`config.mk`:
```
export PLATFORM = sky130hd
export DESIGN_NAME = gpio_port_ctrl
export DESIGN_NICKNAME = d
export VERILOG_FILES = /design/src/rtl/gpio_pkg.sv /design/src/rtl/gpio_ctrl_regs.sv /design/src/rtl/gpio_bitport.sv /design/src/rtl/gpio_nibport.sv /design/src/rtl/gpio_port_ctrl.sv
export SDC_FILE = /design/constraint.sdc
export NUM_CORES = 1
export LEC_CHECK = 0
export BUFFER_PORTS_ARGS = -buffer_cell sky130_fd_sc_hd__buf_4
export CORE_MARGIN = 2
export CORE_UTILIZATION = 40
export DETAILED_ROUTE_END_ITERATION = 12
export PLACE_DENSITY = 0.63
export SYNTH_ARGS = -nofsm -noshare
export SYNTH_HDL_FRONTEND = slang
export SYNTH_HIERARCHICAL = 1
export SYNTH_SLANG_ARGS = --single-unit
```
`constraint.sdc`:
```
create_clock -name clk -period 2.2 [get_ports clk]
set_input_delay 0.22 -clock clk [delete_from_list [all_inputs] [get_ports clk]]
set_output_delay 0.22 -clock clk [all_outputs]
set_load 0.05 [all_outputs]
```
`src/rtl/gpio_pkg.sv`:
```
package gpio_pkg;

    localparam int BIDIR_PINS = 9;
    localparam int IDX_W      = 4;
    localparam int NIB_W      = 4;
    localparam int NIB_PORTS  = 6;
    localparam int SEL_W      = 3;
    localparam int R_PINS     = NIB_W * NIB_PORTS;
    localparam int ADDR_W     = 6;
    localparam int DATA_W     = 4;
    localparam int STOP_IDX   = 10;
    localparam int IRQ_IDX    = 11;
    localparam int LEVEL_N    = 1 << IDX_W;

    localparam logic [ADDR_W-1:0] A_MODE    = 6'h25;
    localparam logic [ADDR_W-1:0] A_DOE_LO  = 6'h2C;
    localparam logic [ADDR_W-1:0] A_DOE_HI  = 6'h2E;
    localparam logic [ADDR_W-1:0] A_ROE0_LO = 6'h30;
    localparam logic [ADDR_W-1:0] A_ROE0_HI = 6'h33;
    localparam logic [ADDR_W-1:0] A_ROE1_LO = 6'h36;
    localparam logic [ADDR_W-1:0] A_ROE1_HI = 6'h37;
    localparam int ROE0_COUNT = 4;

    localparam int MODE_STOP_BIT = 2;
    localparam int MODE_IRQ_BIT  = 3;

    typedef enum logic [1:0] {
        BIT_NOP  = 2'd0,
        BIT_SET  = 2'd1,
        BIT_CLR  = 2'd2,
        BIT_TEST = 2'd3
    } bit_op_e;

    typedef struct packed {
        logic             is_mode;
        logic             is_doe;
        logic             is_roe;
        logic [SEL_W-1:0] sel;
    } reg_dec_t;

    function automatic reg_dec_t reg_decode(input logic [ADDR_W-1:0] a);
        reg_dec_t d;
        d = '0;
        if (a == A_MODE) begin
            d.is_mode = 1'b1;
        end else if (a >= A_DOE_LO && a <= A_DOE_HI) begin
            d.is_doe = 1'b1;
            d.sel    = SEL_W'(a - A_DOE_LO);
        end else if (a >= A_ROE0_LO && a <= A_ROE0_HI) begin
            d.is_roe = 1'b1;
            d.sel    = SEL_W'(a - A_ROE0_LO);
        end else if (a >= A_ROE1_LO && a <= A_ROE1_HI) begin
            d.is_roe = 1'b1;
            d.sel    = SEL_W'(a - A_ROE1_LO) + SEL_W'(ROE0_COUNT);
        end
        return d;
    endfunction

    function automatic logic is_mapped(input logic [ADDR_W-1:0] a);
        reg_dec_t d;
        d = reg_decode(a);
        return d.is_mode | d.is_doe | d.is_roe;
    endfunction

endpackage

```
`src/rtl/gpio_ctrl_regs.sv`:
```
module gpio_ctrl_regs
    import gpio_pkg::*;
#(
    parameter int N_BIDIR = BIDIR_PINS,
    parameter int N_RPIN  = R_PINS
) (
    input  logic              clk,
    input  logic              rst,
    input  logic [ADDR_W-1:0] addr,
    input  logic              wr,
    input  logic [DATA_W-1:0] wdata,
    output logic [DATA_W-1:0] rdata,
    output logic [N_BIDIR-1:0] d_oe,
    output logic [N_RPIN-1:0]  r_oe,
    output logic              mode_stop,
    output logic              mode_irq
);

    reg_dec_t dec;

    always_comb dec = reg_decode(addr);

    // Enables kept per pin; register k, bit b maps to pin k*DATA_W+b.
    always_ff @(posedge clk) begin
        if (rst) begin
            d_oe      <= '0;
            r_oe      <= '0;
            mode_stop <= 1'b0;
            mode_irq  <= 1'b0;
        end else if (wr) begin
            for (int i = 0; i < N_BIDIR; i++) begin
                if (dec.is_doe && int'(dec.sel) == i / DATA_W)
                    d_oe[i] <= wdata[i % DATA_W];
            end
            for (int i = 0; i < N_RPIN; i++) begin
                if (dec.is_roe && int'(dec.sel) == i / DATA_W)
                    r_oe[i] <= wdata[i % DATA_W];
            end
            if (dec.is_mode) begin
                mode_stop <= wdata[MODE_STOP_BIT];
                mode_irq  <= wdata[MODE_IRQ_BIT];
            end
        end
    end

    always_comb begin
        rdata = '0;
        if (dec.is_mode) begin
            rdata[MODE_STOP_BIT] = mode_stop;
            rdata[MODE_IRQ_BIT]  = mode_irq;
        end
        for (int i = 0; i < N_BIDIR; i++) begin
            if (dec.is_doe && int'(dec.sel) == i / DATA_W)
                rdata[i % DATA_W] = d_oe[i];
        end
        for (int i = 0; i < N_RPIN; i++) begin
            if (dec.is_roe && int'(dec.sel) == i / DATA_W)
                rdata[i % DATA_W] = r_oe[i];
        end
    end

endmodule

```
`src/rtl/gpio_bitport.sv`:
```
module gpio_bitport
    import gpio_pkg::*;
#(
    parameter int N_BIDIR = BIDIR_PINS
) (
    input  logic               clk,
    input  logic               rst,
    input  bit_op_e            op,
    input  logic [IDX_W-1:0]   idx,
    input  logic [N_BIDIR-1:0] pin_in,
    input  logic [1:0]         ip_in,
    input  logic [N_BIDIR-1:0] oe,
    output logic [N_BIDIR-1:0] latch,
    output logic               level
);

    logic [LEVEL_N-1:0] pin_level;

    always_ff @(posedge clk) begin
        if (rst) begin
            latch <= '0;
        end else begin
            for (int i = 0; i < N_BIDIR; i++) begin
                if (int'(idx) == i) begin
                    if (op == BIT_SET) latch[i] <= 1'b1;
                    if (op == BIT_CLR) latch[i] <= 1'b0;
                end
            end
        end
    end

    // Level table over the whole index space; absent indices read 0.
    for (genvar g = 0; g < LEVEL_N; g++) begin : g_level
        if (g < N_BIDIR) begin : g_bidir
            assign pin_level[g] = oe[g] ? latch[g] : pin_in[g];
        end else if (g == STOP_IDX) begin : g_stop
            assign pin_level[g] = ip_in[0];
        end else if (g == IRQ_IDX) begin : g_irq
            assign pin_level[g] = ip_in[1];
        end else begin : g_none
            assign pin_level[g] = 1'b0;
        end
    end

    assign level = (op == BIT_TEST) ? pin_level[idx] : 1'b0;

endmodule

```
`src/rtl/gpio_nibport.sv`:
```
module gpio_nibport
    import gpio_pkg::*;
#(
    parameter int N_PORTS = NIB_PORTS,
    parameter int W       = NIB_W,
    localparam int N_PIN  = N_PORTS * W
) (
    input  logic             clk,
    input  logic             rst,
    input  logic             wr,
    input  logic [SEL_W-1:0] sel,
    input  logic [W-1:0]     wdata,
    input  logic [N_PIN-1:0] r_in,
    input  logic [N_PIN-1:0] oe,
    output logic [N_PIN-1:0] latch,
    output logic [W-1:0]     rdata
);

    logic [N_PIN-1:0] level;
    logic [W-1:0]     port_level [N_PORTS];

    for (genvar p = 0; p < N_PORTS; p++) begin : g_port
        always_ff @(posedge clk) begin
            if (rst)
                latch[p*W +: W] <= '0;
            else if (wr && int'(sel) == p)
                latch[p*W +: W] <= wdata;
        end
        assign level[p*W +: W] = (oe[p*W +: W] & latch[p*W +: W]) |
                                 (~oe[p*W +: W] & r_in[p*W +: W]);
        assign port_level[p]   = level[p*W +: W];
    end

    always_comb begin
        rdata = '0;
        for (int p = 0; p < N_PORTS; p++) begin
            if (int'(sel) == p) rdata = port_level[p];
        end
    end

endmodule

```
`src/rtl/gpio_port_ctrl.sv`:
```
module gpio_port_ctrl
    import gpio_pkg::*;
(
    input  logic                  clk,
    input  logic                  rst,
    input  logic [ADDR_W-1:0]     reg_addr,
    input  logic                  reg_wr,
    input  logic [DATA_W-1:0]     reg_wdata,
    output logic [DATA_W-1:0]     reg_rdata,
    input  logic [1:0]            bit_op,
    input  logic [IDX_W-1:0]      bit_idx,
    output logic                  bit_level,
    input  logic [BIDIR_PINS-1:0] pin_in,
    output logic [BIDIR_PINS-1:0] pin_out,
    output logic [BIDIR_PINS-1:0] pin_oe,
    input  logic [1:0]            ip_in,
    output logic                  stop_req,
    output logic                  irq0_req,
    input  logic                  nib_wr,
    input  logic [SEL_W-1:0]      nib_sel,
    input  logic [NIB_W-1:0]      nib_wdata,
    output logic [NIB_W-1:0]      nib_rdata,
    input  logic [R_PINS-1:0]     r_in,
    output logic [R_PINS-1:0]     r_out,
    output logic [R_PINS-1:0]     r_oe
);

    logic mode_stop;
    logic mode_irq;

    gpio_ctrl_regs #(.N_BIDIR(BIDIR_PINS), .N_RPIN(R_PINS)) u_regs (
        .clk       (clk),
        .rst       (rst),
        .addr      (reg_addr),
        .wr        (reg_wr),
        .wdata     (reg_wdata),
        .rdata     (reg_rdata),
        .d_oe      (pin_oe),
        .r_oe      (r_oe),
        .mode_stop (mode_stop),
        .mode_irq  (mode_irq)
    );

    gpio_bitport #(.N_BIDIR(BIDIR_PINS)) u_bits (
        .clk    (clk),
        .rst    (rst),
        .op     (bit_op_e'(bit_op)),
        .idx    (bit_idx),
        .pin_in (pin_in),
        .ip_in  (ip_in),
        .oe     (pin_oe),
        .latch  (pin_out),
        .level  (bit_level)
    );

    gpio_nibport #(.N_PORTS(NIB_PORTS), .W(NIB_W)) u_nibs (
        .clk   (clk),
        .rst   (rst),
        .wr    (nib_wr),
        .sel   (nib_sel),
        .wdata (nib_wdata),
        .r_in  (r_in),
        .oe    (r_oe),
        .latch (r_out),
        .rdata (nib_rdata)
    );

    // Peripheral routing leaves the raw pin test untouched.
    assign stop_req = mode_stop & ip_in[0];
    assign irq0_req = mode_irq  & ip_in[1];

endmodule

```
==> impl_metrics.py <==
metrics = {
    "run_status": {
        "status": "finished with violations",
        "violations": "setup timing",
    },
    "floorplan": {
        "die_w_um": 103,
        "initial_core_util_pct": 40.7,
        "die_area_sq_um": 10700,
        "ios": 139,
        "die_h_um": 103,
        "core_sq_um": 9680,
        "num_rows": 36,
    },
    "final_layout": {
        "syn_to_final_growth_pct": 47.2,
        "diodes": 0,
        "drive_gt1_share_pct": 44.8,
        "ff_latch_area_sq_um": 1360,
        "finalNetCount": 674,
        "fin_util_pct": 59.9,
        "mostFrequentLayoutCells": "buf_4, mux2i_1, nor2_1",
        "nFillCells": 873,
        "layout.cells.non_filler": 747,
        "multi_input_area_sq_um": 2650,
        "layout_commonest_cell": "buf_4",
    },
    "routing": {
        "vias_per_cell": 5.33,
        "vias": 3980,
        "drt_wl_total_um": 13200,
        "dr.pass1.iters": 4,
        "final_antenna_net_count": 0,
        "wire_per_inst_um": 17.6,
        "drt_iter0_drc": 165,
        "route.detailed.drc": 0,
    },
    "synth": {
        "synth_area_sq_um": 3940,
        "yosysSeqAreaShare_pct": 34.6,
        "synth_warnings": 6,
        "synthArstFlopShare_pct": 0,
        "synth_edf_count": 0,
        "yosysUniqueCellTypes": 67,
        "avgSynthCellArea_sq_um": 8.95,
        "synth_seq_cells": 68,
        "syn_nets": 505,
        "syn_inst": 440,
        "ys.flop_type": "dfxtp_1",
    },
    "sta": {
        "fin_crit_ns": 2.22,
        "layout_setup_ws_ns": -0.0195,
        "clock_skew_ns": 0,
        "max_slew_margin_pct": 53.0,
        "fmax_ghz": 0.451,
        "setup_violations": 3,
        "tns_ns": -0.0430,
        "fin_crit_sh_pct": 101,
        "rsz0062_at_grt": "true",
        "slew_violations": 0,
        "tightest_slew_ns": 0.705,
        "hold_viol": 0,
    },
    "critical_path": {
        "cp-start-kind": "primary input",
        "startpoint": "reg_addr[3]",
        "slowest_stage": "a311o_2",
        "worst-path-max-fanout": 7,
        "cp.required_ns": 1.98,
        "path_cells": "buf_6, or2_0, a311o_2, a21o_4, buf_6, mux2i_1, nor2_1, a21oi_2, o211ai_1, buf_4",
        "path_buf_inv": 3,
        "crit_type": "primary input to output pin",
        "cp_common_cell": "buf_6",
        "cp_top_family": "compound AO/OA/AOI/OAI gates",
        "slowest_delay_ns": 0.34,
        "end_kind": "output pin",
        "cp.arrival_ns": 2.00,
        "r2r_start": "u_regs/r_oe[3]",
    },
    "place": {
        "dp_hpwl_um": 9770,
        "place_inst": 726,
        "routabilityCongestion": 0.882,
        "io_buffers": 138,
    },
    "cts": {
        "clkLatencyLatePin_ns": 0.34,
        "hold_buffers": 0,
        "cts_buffers": 9,
        "cts-root-buf": "clkbuf_8",
        "cts_tree": "done",
        "cts_buffer_depth": 2,
        "htreeDepth": 3,
        "cts.sinks": 68,
        "clk_pin_slew_ns": 0.08,
    },
    "global_routing": {
        "grt_max_degree": 69,
        "grt_pass1_wl_um": 19600,
        "antenna_found_initial": 0,
        "overflow": 0,
        "grt_pass1_vias": 3778,
        "grt_usage_pct": 23.9,
    },
    "hold_path": {
        "min-delay-start": "nib_wdata[1]",
        "hold_class": "primary input to register",
    },
    "power_and_ir_drop": {
        "peakVddDrop_mv": 0.375,
        "power.leakage_nw": 2.44,
        "total_power_mw": 2.80,
        "power_density_nw_per_um2": 483,
    },
    "flow_run": {
        "cap_violations": 0,
    },
}
==> cell type report <==
class,count,share of cell area (%)
clock buffer,10,2.37
inverter,4,0.259
timing repair buffer,184,24.5
sequential,68,23.5
tap,133,2.87
multi-input combinational,342,45.7
clock inverter,6,0.820
==> report_power, final <==
group	leakage, nW	switching (mW)	total, mW	internal [mW]
clock	0.0933	0.523	0.972	0.449
sequential	0.550	0.0156	1.26	1.25
combinational	1.79	0.326	0.564	0.238
==> metal layers <==
metal	wire length (um)	track usage, %
met5	0	0
met4	243	6.88
met3	690	5.58
met2	6260	37.2
met1	5990	33.2
==> cells by family after synthesis <==
| kind of cell | count (synthesis) | share of synthesized area (%) |
|---|---|---|
| simple gates | 173 | 23.8 |
| mux | 84 | 22.4 |
| compound gates | 82 | 14.3 |
| flops | 68 | 34.6 |
| buf+inv | 30 | 4.00 |
| fa+ha+maj | 3 | 0.953 |
==> through the flow <==
stage          setup WS (ns)  area, sq um  hold WS [ns]
2_1_floorplan         -0.348         4000         0.289
3_3_place_gp          -0.133         5360         0.501
3_5_place_dp          -0.127         5360         0.500
4_1_cts              -0.0426         5600         0.156
5_1_grt              -0.0892         5800         0.165
6_report             -0.0195         5800         0.165
==> tightest hold or removal path, stage by stage <==
cell and delay (ns):
buf_4 0.14, nand2_1 0.06, a21oi_1 0.05
==> Yosys cell counts, types with 7 or more instances <==
library cell	count	share of area, %
o22ai_1	7	1.1
mux2i_1	69	18
mux2_2	10	2.9
o21ai_0	11	1.4
nor2_1	70	6.7
nand3_1	18	2.3
dfxtp_1	68	35
clkbuf_1	12	1.1
nand2_1	27	2.6
a211oi_1	12	2.3
nand2b_1	8	1.3
a21oi_1	24	3.0
==> registers in the layout, summed over array words and instances (netlist names) <==
register and count:
u_bits/latch 9, u_regs/mode_stop 1, u_regs/d_oe 9, u_nibs/latch 24, u_regs/mode_irq 1, u_regs/r_oe 24
==> final timing paths <==
path / cells after the start / slack (ns) / to
setup reg to reg: 3 / 1.39 / u_regs/r_oe[3]
setup / recovery: 10 / -0.02 / reg_rdata[0]
hold reg to reg: 2 / 0.51 / u_nibs/latch[17]
hold / removal: 3 / 0.17 / u_nibs/latch[17]
==> what timing repair did <==
item,4_1_cts,5_1_grt
resized for setup,10,37
gates cloned,0,0
hold endpoints to repair,0,0
setup buffers,1,4
setup endpoints to repair,4,5
pin swaps,5,12
Note: power is estimated with default switching activity, not from simulation.
